==> config.mk <==
export PLATFORM = sky130hd
export DESIGN_NAME = drmx_unit
export DESIGN_NICKNAME = d
export VERILOG_FILES = /design/src/rtl/drmx_pkg.sv /design/src/rtl/drmx_th_term.sv /design/src/rtl/drmx_and_plane.sv /design/src/rtl/drmx_or_plane.sv /design/src/rtl/drmx_complete.sv /design/src/rtl/drmx_unit.sv
export SDC_FILE = /design/constraint.sdc
export NUM_CORES = 1
export LEC_CHECK = 0
export BUFFER_PORTS_ARGS = -buffer_cell sky130_fd_sc_hd__buf_4
export CAP_MARGIN = 20
export CORE_AREA = 8 8 45 47
export CTS_CLUSTER_DIAMETER = 60
export DETAILED_ROUTE_END_ITERATION = 16
export DIE_AREA = 0 0 53 55
export SLEW_MARGIN = 5
export SYNTH_ARGS = -nofsm -noshare
export SYNTH_HDL_FRONTEND = slang
export SYNTH_SLANG_ARGS = --single-unit
==> constraint.sdc <==
create_clock -name clk -period 1.3 [get_ports clk]
set_clock_uncertainty 0.05 [all_clocks]
set_input_delay 0.195 -clock clk [delete_from_list [all_inputs] [get_ports clk]]
set_output_delay 0.195 -clock clk [all_outputs]
set_load 0.02 [all_outputs]
==> src/rtl/drmx_pkg.sv <==
// Shared constants and the function table for the dual-rail selection unit.
// Operand index order in packed vectors: 0 = A, 1 = B, 2 = S.
package drmx_pkg;
    localparam int NUM_IN    = 3;
    localparam int NUM_TERMS = 1 << NUM_IN;

    // Function value for one operand combination (bit i of m = value of operand i).
    function automatic logic sel_eval(input logic [31:0] m);
        logic a, b, s;
        a = m[0];
        b = m[1];
        s = m[2];
        return s ? b : a;
    endfunction

    // Truth vector over all minterms, computed rather than written out.
    function automatic logic [NUM_TERMS-1:0] truth_vec();
        logic [NUM_TERMS-1:0] v;
        for (int m = 0; m < NUM_TERMS; m++) begin
            v[m] = sel_eval(32'(m));
        end
        return v;
    endfunction
endpackage

==> src/rtl/drmx_th_term.sv <==
// One hysteretic product term: sets when every input rail is high,
// clears when every input rail is low, and holds in all other cases.
// Assumes inputs change only between clock edges (driven by operand rails).
module drmx_th_term #(
    parameter int WIDTH = 3
) (
    input  logic             clk,
    input  logic             rst_n,
    input  logic [WIDTH-1:0] rails,
    output logic             q
);
    // Threshold state update with hold band.
    always_ff @(posedge clk) begin
        if (!rst_n)          q <= 1'b0;
        else if (&rails)     q <= 1'b1;
        else if (~|rails)    q <= 1'b0;
    end


    term_hold_chk: assert property (@(posedge clk) disable iff (!rst_n)
        (q && (|rails)) |=> q);


    term_wait_chk: assert property (@(posedge clk) disable iff (!rst_n)
        (!q && !(&rails)) |=> !q);
endmodule

==> src/rtl/drmx_and_plane.sv <==
// Full minterm plane: one hysteretic term per operand value combination.
// Term m takes the TRUE rail of operand i when bit i of m is 1, else the FALSE rail,
// so every term reads exactly one rail of every operand.
module drmx_and_plane #(
    parameter int N_IN    = 3,
    localparam int N_TERM = 1 << N_IN
) (
    input  logic              clk,
    input  logic              rst_n,
    input  logic [N_IN-1:0]   op_t,
    input  logic [N_IN-1:0]   op_f,
    output logic [N_TERM-1:0] terms
);
    for (genvar m = 0; m < N_TERM; m++) begin : g_term
        logic [N_IN-1:0] pick;
        for (genvar i = 0; i < N_IN; i++) begin : g_rail
            if (((m >> i) & 1) == 1) begin : g_t
                assign pick[i] = op_t[i];
            end else begin : g_f
                assign pick[i] = op_f[i];
            end
        end
        drmx_th_term #(.WIDTH(N_IN)) u_term (
            .clk   (clk),
            .rst_n (rst_n),
            .rails (pick),
            .q     (terms[m])
        );
    end
endmodule

==> src/rtl/drmx_or_plane.sv <==
// Output plane: each result rail is the OR of the terms whose function value matches it.
// Assumes at most one term is set at a time (valid dual-rail operands).
module drmx_or_plane #(
    parameter int N_TERM = 8,
    parameter logic [N_TERM-1:0] TRUTH = '0
) (
    input  logic [N_TERM-1:0] terms,
    output logic              res_t,
    output logic              res_f
);
    // Gather TRUE and FALSE terms onto their rails.
    always_comb begin
        res_t = |(terms & TRUTH);
        res_f = |(terms & ~TRUTH);
    end
endmodule

==> src/rtl/drmx_complete.sv <==
// Completeness detector over a set of rail pairs: reports when every pair
// carries a value and when every pair is empty.
module drmx_complete #(
    parameter int N = 3
) (
    input  logic [N-1:0] pt,
    input  logic [N-1:0] pf,
    output logic         all_data,
    output logic         all_null
);
    // Per-pair presence reduced both ways.
    always_comb begin
        all_data = &(pt | pf);
        all_null = ~|(pt | pf);
    end
endmodule

==> src/rtl/drmx_unit.sv <==
// Input-complete dual-rail 2:1 selector. A minterm plane of hysteretic terms
// feeds an OR plane; a completion flag closes the handshake.
// Assumes operand pairs never show t=1,f=1 and change only between clock edges.
module drmx_unit
    import drmx_pkg::*;
(
    input  logic clk,
    input  logic rst_n,
    input  logic sel_t,
    input  logic sel_f,
    input  logic da_t,
    input  logic da_f,
    input  logic db_t,
    input  logic db_f,
    output logic y_t,
    output logic y_f,
    output logic done
);
    localparam logic [NUM_TERMS-1:0] TRUTH = truth_vec();

    logic [NUM_IN-1:0]    op_t, op_f;
    logic [NUM_TERMS-1:0] terms;
    logic                 in_data, in_null;

    assign op_t = {sel_t, db_t, da_t};
    assign op_f = {sel_f, db_f, da_f};

    drmx_and_plane #(.N_IN(NUM_IN)) u_and (
        .clk   (clk),
        .rst_n (rst_n),
        .op_t  (op_t),
        .op_f  (op_f),
        .terms (terms)
    );

    drmx_or_plane #(.N_TERM(NUM_TERMS), .TRUTH(TRUTH)) u_or (
        .terms (terms),
        .res_t (y_t),
        .res_f (y_f)
    );

    drmx_complete #(.N(NUM_IN)) u_cmp (
        .pt       (op_t),
        .pf       (op_f),
        .all_data (in_data),
        .all_null (in_null)
    );

    // Completion flag: set on result present with full operands, clear on all empty.
    always_ff @(posedge clk) begin
        if (!rst_n)                           done <= 1'b0;
        else if ((y_t | y_f) && in_data)      done <= 1'b1;
        else if (!(y_t | y_f) && in_null)     done <= 1'b0;
    end


    rail_code_chk: assert property (@(posedge clk) disable iff (!rst_n)
        !(|(op_t & op_f)));


    out_onehot_chk: assert property (@(posedge clk) disable iff (!rst_n)
        $onehot0({y_t, y_f}));


    null_until_full_chk: assert property (@(posedge clk) disable iff (!rst_n)
        (!(y_t | y_f) && !in_data) |=> !(y_t | y_f));


    hold_until_empty_chk: assert property (@(posedge clk) disable iff (!rst_n)
        ((y_t | y_f) && !in_null) |=> $stable({y_t, y_f}));


    done_rise_chk: assert property (@(posedge clk) disable iff (!rst_n)
        $rose(done) |-> (y_t | y_f));
endmodule

# ---- Word-level counts from Yosys, hierarchy flattened
# Cells that the tools add are included.
dict set report op_classes {
  muxes 18
  eq_ne 8
  bitwise 2
  reduce_logical 25
}
# operator n
set op_table {}
lappend op_table {{AND reduction 3 bit} 9}
lappend op_table {{OR reduction 3 bit} 9}
lappend op_table {{two-way mux 1 bit} 18}
lappend op_table {{inequality test 2 bit (second input constant)} 8}
lappend op_table {{OR reduction 4 bit} 2}
lappend op_table {{bitwise OR 3 bit} 1}
lappend op_table {{logical AND 1 bit} 2}
lappend op_table {{zero test 1 bit} 2}
lappend op_table {{nonzero test 2 bit} 1}
lappend op_table {{bitwise OR 1 bit} 1}
dict set report totals {
  input_bits 8
  output_inout_bits 3
  register_bits 9
  word_cells 62
}

# ---- Logic depth before layout (Yosys ltp)
# Gate-level depths: netlist (run 1).
dict set report depth {
  word_depth 6
  ltp_mapped 4
  ltp_nobuf 3
}

# ---- Modules after synthesis
# A second synthesis (run 1) with hierarchy kept.
dict set report hier_totals {
  hier_cells 52
  area_unflattened_um2 416.6
}
# mod instances seq_area_each_um2 cells_per_inst area_per_inst_um2
set by_module_without_submodules {}
lappend by_module_without_submodules {drmx_th_term 8 20.0 5 41.3}
lappend by_module_without_submodules {drmx_unit 1 20.0 5 48.8}
lappend by_module_without_submodules {drmx_complete 1 0.0 5 22.5}
lappend by_module_without_submodules {drmx_or_plane 1 0.0 2 15.0}

# ---- Least setup slack after synthesis (run 1)
# OpenSTA, ideal clock, no wires.
dict set report synth_path {
  path_kind {register to register}
  start {register u_and.g_term[5].u_term.q}
  end {register done}
  arrival_time_ns 0.934
  synth_period_minus_slack_ns 1.098
  n_path_buf 0
  setup_ns 0.115
  stages_incl_launch_ff 4
  slack_ns 0.202
  required_ns 1.135
  cell_sequence {dfxtp_1 nor4_4 a41oi_1 o21a_1}
}
dict set report synth_between {
  elab_chain_cells 5
  elab_cells_between_ends 7
  cone_classes {mux: 1; bitwise: 1; reduce/logical: 5}
}
# element line
set synth_lines {}
lappend synth_lines {{start: declaration} drmx_th_term.sv:10} ;# output logic q
lappend synth_lines {{start signal: assignment} drmx_th_term.sv:14} ;# if (!rst_n) q <= 1'b0;
lappend synth_lines {{start signal: assignment} drmx_th_term.sv:15} ;# else if (&rails) q <= 1'b1;
lappend synth_lines {{start signal: assignment} drmx_th_term.sv:16} ;# else if (~|rails) q <= 1'b0;
lappend synth_lines {{OR reduction 4 bit (*)} drmx_or_plane.sv:14} ;# res_f = |(terms & ~TRUTH);
lappend synth_lines {{bitwise OR 1 bit (*)} {drmx_unit.sv:52, drmx_unit.sv:53}}
lappend synth_lines {{zero test 1 bit} drmx_unit.sv:53} ;# else if (!(y_t | y_f) && in_null) done <= 1'b0;
lappend synth_lines {{logical AND 1 bit} drmx_unit.sv:53}
lappend synth_lines {{nonzero test 2 bit (no source line)} -}
lappend synth_lines {{end signal: assignment} drmx_unit.sv:51} ;# if (!rst_n) done <= 1'b0;
lappend synth_lines {{end signal: assignment} drmx_unit.sv:52} ;# else if ((y_t | y_f) && in_data) done <= 1'b1;
lappend synth_lines {{end signal: assignment} drmx_unit.sv:53}
lappend synth_lines {{end: declaration} drmx_unit.sv:17} ;# output logic done
# Mark *: on every way between the ends. The rest lies on a longest branch, timed or not.
# A chain may end at the register's enable or synchronous reset.

# ---- Worst setup path in the final report (run 1)
dict set report layout_path {
  start {register u_and.g_term[5].u_term.q}
  end {output y_f}
}
dict set report layout_between {
  elab_chain_cells 1
}
# element line
set layout_lines {}
lappend layout_lines {{OR reduction 4 bit} drmx_or_plane.sv:14}
lappend layout_lines {{end: declaration} drmx_unit.sv:16} ;# output logic y_f,
# No other way between the ends.

==> summary.txt, run 1 <==
Outcome
  • Outcome: finished with violations
  • Violated checks: negative setup slack

Worst hold path
  • Hold Crit Class: input pin to register
  • Endpoint, Worst Hold: done
  • Min-Delay Startpoint: rst_n
  • Hold Path Stages: 2

STA
  • Worst slew pin tran: 0.280 ns
  • Final Hold Violating Endpoints: 0
  • Maximum clock frequency: 748 MHz
  • Setup TNS: -0.0633 ns
  • WHS: 0.165 ns
  • Max-slew headroom: 0.811
  • Final setup violation count: 2
  • Final min period: 1.34 ns
  • PnR worst setup slack: -0.0363 ns
  • RSZ-0062 raised after global routing: true
  • Fin crit share: 1.03
  • Slew Limit Fails: 0

Pwr
  • Logic pwr share: 0.257
  • Clk network pwr share: 0.300
  • Switching Fraction: 0.280
  • Leakage: 0.281 nW
  • Power Density: 1160 nW/um^2
  • Pint: 519 uW
  • NetSw: 202 uW
  • VDD IR max: 586 uV
  • Register share of total power: 0.444

Route
  • Number of remaining DRC errors: 0
  • Detailed Routing Iterations Pass 1: 4
  • Avg WL per Cell: 12.6 um
  • Drt initial violations: 13
  • Via count: 439
  • Via density: 5.16
  • Antenna Nets Post-Route: 0
  • Drt total wl: 1070 um

Worst setup path
  • R2R Path End: done
  • Crit path max fanout: 3
  • R2R Setup Slk: 0.10 ns
  • Arr. time, crit path: 1.09 ns
  • Startpoint Class: register
  • Crit path kind: register to output port
  • CP required: 1.05 ns
  • Worst Setup End Kind: output port
  • R2R cell count: 4
  • Reg2reg start: u_and.g_term[5].u_term.q

Cells and area
  • Area Growth Syn to Fin: 29.6%
  • Final net count: 78
  • Proportion of layout cells with a drive suffix above 1: 0.333
  • N_diodes: 0
  • Filler instances: 145

Clock tree
  • Total clock buffers created by CTS: 3
  • Hold-fix buffers, CTS: 0
  • Clk Tree Root Cell: clkbuf_4
  • Clock-pin slew on the worst setup and hold paths: 0.06 ns
  • Clk buf depth: 2
  • H-tree levels: 1
  • CTS sink cnt: 9
  • CTS tree: built
  • Clk Latency, worst-skew pair: 0.26 ns

Placement
  • Setup WS pre-CTS: 0.151 ns
  • GP Congestion: 0.696
  • Number of port buffers: 10

Global route
  • All-Layer GR Usage: 0.0861
  • Vias in the first global route: 421
  • First-pass GRT wire length: 1830 um
  • Initial antenna violation count: 0
  • Total grt overflow: 0
  • Largest net degree at the start of global routing: 10

Floorplanning
  • Rows: 14
  • Top Ports: 11
  • Initial Util: 0.345
  • Core footprint: 1380 sq um
  • Die area: 2920 sq um
  • DIE WIDTH: 53 um
  • Die Ht: 55 um

Yosys
  • Ys Warns: 0
  • Count of cell types in the netlist: 16
  • FF+latch count, synth: 9
  • Synth Instances: 54
  • Post-Syn Area per Cell: 8.85 sq um
  • Post-Syn Nets: 62
  • Mapped cell area: 478 sq um
  • Sequential-to-total area share from yosys stat: 0.377

Flow run
  • MaxCap Viol Count: 0
==> synthesized netlist by cell type <==
library cell | number | share of area
buf_6 | 1 | 0.024
and2_1 | 1 | 0.013
a211oi_1 | 1 | 0.016
a21boi_0 | 8 | 0.13
o22ai_1 | 1 | 0.013
inv_1 | 3 | 0.024
nor2_1 | 2 | 0.016
nand2_1 | 6 | 0.047
a41oi_1 | 1 | 0.018
buf_2 | 1 | 0.010
a21o_1 | 6 | 0.094
o21a_1 | 1 | 0.016
dfxtp_1 | 9 | 0.38
o21ai_0 | 10 | 0.10
nor4_1 | 1 | 0.013
nor4_4 | 2 | 0.089
==> state kept, by name, summed over array words and instances, names as in the netlist <==
name and flops:
done 1, u_and.g_term.u_term.q 8
==> how the worst max path moves through the flow <==
stage,start,endpoint,slack (ns),depth (start not counted)
after detailed placement,u_and.g_term[5].u_term.q,done,0.15,3
final,u_and.g_term[5].u_term.q,y_f,-0.04,3
after floorplan,u_and.g_term[5].u_term.q,done,0.20,3
after global routing,u_and.g_term[7].u_term.q,y_t,-0.10,3
after CTS,u_and.g_term[1].u_term.q,y_t,-0.06,3
after global placement,u_and.g_term[5].u_term.q,done,0.17,3
==> cells in the final DEF (no fill, tap or decap) <==
cell	count
buf_4	11
o21ai_0	10
a21boi_0	8
a21o_1	6
nand2_1	6
dfxtp_2	5
dfxtp_1	4
inv_1	3
clkbuf_4	3
nor4_4	2
nor2_1	2
buf_6	2
nor4_1	1
a41oi_1	1
o22ai_1	1
a211oi_1	1
o21a_1	1
and2_1	1
clkbuf_1	1
==> routing by layer <==
metal | vias to the layer above | track usage | wire length [um]
met1 | 203 | 0.0936 | 459
met4 | 0 | 0.0129 | 0
met2 | 10 | 0.139 | 527
met3 | 0 | 0.0588 | 86
met5 | - | 0 | 0
li1 | 226 | - | -
==> per-stage QoR <==
stage,utilization,area [sq um],power (mW),instances
3_3_place_gp,0.402,557,0.482,78
4_1_cts,0.445,616,0.736,85
6_report,0.448,619,0.721,85
2_1_floorplan,-,478,0.421,54
3_5_place_dp,0.402,557,0.484,78
5_1_grt,0.448,619,0.770,85
==> critical path, stage by stage, from the launching register on <==
cell and delay, ns:
dfxtp_2 0.33, nor4_4 0.28, inv_1 0.09, buf_6 0.14
==> cells by family (layout without fill, tap and decap cells) <==
logic type / count (synthesis) / in the layout / share of synthesized area
compound gates: 28 / 28 / 0.387
buf+inv: 5 / 20 / 0.0576
flops: 9 / 9 / 0.377
simple gates: 12 / 12 / 0.178
==> power by group through the flow <==
stage	registers, mW	logic [mW]	clock network [mW]
after floorplan	0.326	0.0951	0
after global placement	0.323	0.159	0
after detailed placement	0.324	0.160	0
after CTS	0.319	0.186	0.231
after global routing	0.322	0.203	0.245
final	0.320	0.185	0.216
==> timing repair <==
action | in CTS | in global routing
pin swaps | 2 | 2
setup endpoints to repair | 2 | 2
buffers inserted | 3 | 0
gates resized for setup | 4 | 3
==> final cells by class <==
type / count / area (sq um) / area share
clock buffers: 4 / 26.3 / 0.0424
repair buffers: 13 / 105 / 0.170
inverters: 3 / 11.3 / 0.0182
well taps: 16 / 20.0 / 0.0323
flip-flops and latches: 9 / 186 / 0.301
multi-input cells: 40 / 270 / 0.436
Note: power is estimated with default switching activity, not from simulation.
==> run 2, diff against run 1 <==
- PLACE_DENSITY: not set -> 0.59
- SYNTH_HIERARCHICAL: not set -> 1
==> run 2 against run 1 <==
The flow still finishes with violations (negative setup slack); combinational power rose by 8%; via count is 5.0% higher; clock power up 3%; critical endpoint unchanged; count of clock-buffer cells in the layout is the same; global-route usage rose by 0.76 points; largest power group unchanged; flip-flop and latch count unchanged; highest routed layer is now met4; core utilization fell by 1.6 points.
==> summary.txt, run 2 <==
Placement
  • Setup WS pre-CTS: -0.0101 ns (-0.161 ns)
  • GP Congestion: 0.722 (+3.7%)
  • Number of port buffers: 10 (unchanged)
  • Post-DP HPWL: 768 um
  • Placed cells: 79 (+1.3%)

Floorplanning
  • Top Ports: 11 (unchanged)
  • Die Ht: 55 um (unchanged)
  • DIE WIDTH: 53 um (unchanged)
  • Rows: 14 (unchanged)
  • Die area: 2920 sq um (unchanged)
  • Core footprint: 1380 sq um (unchanged)
  • Initial Util: 0.301 (-0.0443)

Yosys
  • Synth Flop Type: dfxtp_1
  • Mux share of post-synthesis cell area: 0 (unchanged)
  • Post-synth top cells: dfxtp_1 (9), nand2_1 (9), o211ai_1 (9), o21ai_1 (9), a21oi_1 (8)
  • Number of enable flip-flop cells after synthesis: 0 (unchanged)
  • Post-synth top area share: 0.432 (+0.0555)
  • Compound-Gate Fraction of Synth Area: 0.366 (-0.0211)
  • Synth area leaders: dfxtp_1 (43%), o211ai_1 (16%), o21ai_1 (11%)
  • Ys async rst share: 0 (unchanged)
  • Count of cell types in the netlist: 10 (-6)
  • Mapped cell area: 417 sq um (-13%)
  • Post-Synth Adder-Cell Area: 0 (unchanged)
  • Ys Warns: 6 (+6)
  • Post-Syn Nets: 60 (-3.2%)
  • Post-Syn Area per Cell: 8.01 sq um (-9.5%)
  • Post-synth top area cell: dfxtp_1
  • Largest family of logic cells by synthesized area: compound AO/OA/AOI/OAI gates
  • Synth Instances: 52 (-3.7%)
  • FF+latch count, synth: 9 (unchanged)
  • Fraction of synthesized cell area in xor and xnor cells: 0 (unchanged)
  • Sequential-to-total area share from yosys stat: 0.432 (+0.0555)
  • Synth Area in Simple Gates: 0.201 (+0.0232)

Cells and area
  • Area Growth Syn to Fin: 43.2%
  • Proportion of layout cells with a drive suffix above 1: 0.366 (+0.0329)
  • Reg with most FFs: u_and/g_term.u_term/q
  • Most common cell after layout, fill and taps aside: buf_4
  • Filler instances: 140 (-3.4%)
  • Multi-input combinational cell area: 244 sq um (-9.7%)
  • Final Util: 0.431 (-0.0163)
  • Top Registers: u_and/g_term.u_term/q: 8 flops, done: 1 flops
  • Sequential cell area: 186 sq um (unchanged)
  • N_diodes: 0 (unchanged)
  • Final net count: 80 (+2.6%)
  • Finished Layout Cells: 87 (+2.4%)
  • Most used cells in the layout excluding fill and tap cells: buf_4 (13), nand2_1 (9), o211ai_1 (9), o21ai_1 (9), a21oi_1 (8)
  • Largest register FFs: 8 (unchanged)

Route
  • Avg WL per Cell: 13.2 um (+4.8%)
  • Via count: 461 (+5.0%)
  • Via density: 5.30 (+2.6%)
  • Drt initial violations: 12 (-1)
  • Drt total wl: 1150 um (+7.3%)
  • Detailed Routing Iterations Pass 1: 4 (unchanged)
  • Antenna Nets Post-Route: 0 (unchanged)
  • Number of remaining DRC errors: 0 (unchanged)

Flow run
  • MaxCap Viol Count: 0 (unchanged)

STA
  • Final min period: 1.52 ns (+0.180 ns)
  • Fin crit share: 1.17 (+0.138)
  • Maximum clock frequency: 660 MHz (-12%)
  • Final setup violation count: 3 (+1)
  • Max-slew headroom: 0.885 (+0.0738)
  • WHS: 0.147 ns (-0.0184 ns)
  • PnR worst setup slack: -0.216 ns (-0.180 ns)
  • RSZ-0062 raised after global routing: true
  • Worst slew pin tran: 0.172 ns (-0.108 ns)
  • Setup TNS: -0.524 ns (-0.461 ns)
  • Final Hold Violating Endpoints: 0 (unchanged)
  • Slew Limit Fails: 0 (unchanged)

Worst setup path
  • Crit path max fanout: 3 (unchanged)
  • Crit path buffers/inverters: 1 (-1)
  • Crit-path cells: or4_4 > buf_6
  • Max incr delay on CP: 0.54 ns (+0.21 ns)
  • Startpoint Class: register
  • Worst Setup End Kind: output port
  • Worst path slowest cell: or4_4
  • Crit path kind: register to output port
  • R2R Setup Slk: -0.10 ns (-0.20 ns)
  • CP required: 1.05 ns (about the same)
  • CP delay by family, top: simple AND/OR/NAND/NOR gates
  • Arr. time, crit path: 1.27 ns (+0.18 ns)

Clock tree
  • CTS tree: built
  • Total clock buffers created by CTS: 3 (unchanged)
  • H-tree levels: 1 (unchanged)
  • CTS sink cnt: 9 (unchanged)
  • Clk buf depth: 2 (unchanged)
  • Clk Latency, worst-skew pair: 0.27 ns (about the same)
  • Clk Tree Root Cell: clkbuf_4
  • Clock-pin slew on the worst setup and hold paths: 0.07 ns (about the same)

Worst hold path
  • Hold Crit Class: input pin to register

Outcome
  • Violated checks: negative setup slack
  • Outcome: finished with violations

Global route
  • Total grt overflow: 0 (unchanged)
  • Initial antenna violation count: 0 (unchanged)
  • All-Layer GR Usage: 0.0937 (+0.00762)
  • First-pass GRT wire length: 1970 um (+7.5%)
  • Largest net degree at the start of global routing: 19 (+9)
  • Vias in the first global route: 418 (-0.71%)

Pwr
  • Leakage: 0.240 nW (-15%)
  • Power Density: 1240 nW/um^2 (+6.4%)
  • VDD IR max: 486 uV (-17%)
## run 2: cell types whose count changed after synthesis, sizes merged, moves of 2 or more
| cell | previous run | this run |
|---|---|---|
| a21oi | 0 | 8 |
| a21o | 6 | 0 |
| nor4 | 3 | 0 |
| a21boi | 8 | 0 |
| nand2 | 6 | 9 |
| o211ai | 0 | 9 |
| or4 | 0 | 2 |
| inv | 3 | 0 |
| buf | 2 | 0 |
## run 2: layer usage
layer  GRT usage  part of all wire  up-vias
li1            -                 -      238
met1       0.115              0.47      201
met2       0.125              0.40       17
met3      0.0374             0.096        5
met4      0.0776             0.033        0
met5           0                 0        -
## run 2: what timing repair did
item | 4_1_cts | 5_1_grt
resized for setup | 4 | 3
cloned | 0 | 0
hold buffers | 0 | 0
hold endpoints to repair | 0 | 0
endpoints found under the setup margin | 3 | 3
setup buffers | 3 | 1
pin swaps | 3 | 2
## run 2: logic make-up after synthesis
group            count (synthesis)
AND/OR/NAND/NOR                 17
AO/OA/AOI/OAI                   26
flip-flops                       9
## run 2: cell type report
type | count | area share
tap | 16 | 0.0335
multi-input combinational | 43 | 0.409
sequential | 9 | 0.312
clock buffer | 4 | 0.0440
timing repair buffer | 15 | 0.201
## run 2: worst register-to-register path, cell delays in order (launching register included)
cell and delay, ns:
dfxtp_1 0.31, or4_4 0.53, buf_4 0.15, o211ai_1 0.17, o21ai_1 0.08
## run 2: stage by stage
stage | total power, mW | area (sq um)
2_1_floorplan | 0.406 | 424
3_3_place_gp | 0.486 | 527
3_5_place_dp | 0.487 | 527
4_1_cts | 0.734 | 586
5_1_grt | 0.790 | 597
6_report | 0.739 | 597
## run 2: final timing paths
kind                            start                       end  depth (start not counted)
max          u_and/g_term[4].u_term/q                       y_f                          2
min                              db_t  u_and/g_term[3].u_term/q                          3
max reg2reg  u_and/g_term[6].u_term/q                      done                          4
min reg2reg                      done                      done                          2
## run 2: report_power, final
part | internal, mW | leakage, nW | switching [mW]
Combinational | 0.103 | 0.149 | 0.0969
Clock | 0.119 | 0.0150 | 0.104
Sequential | 0.302 | 0.0760 | 0.0152
Total | 0.523 | 0.240 | 0.216
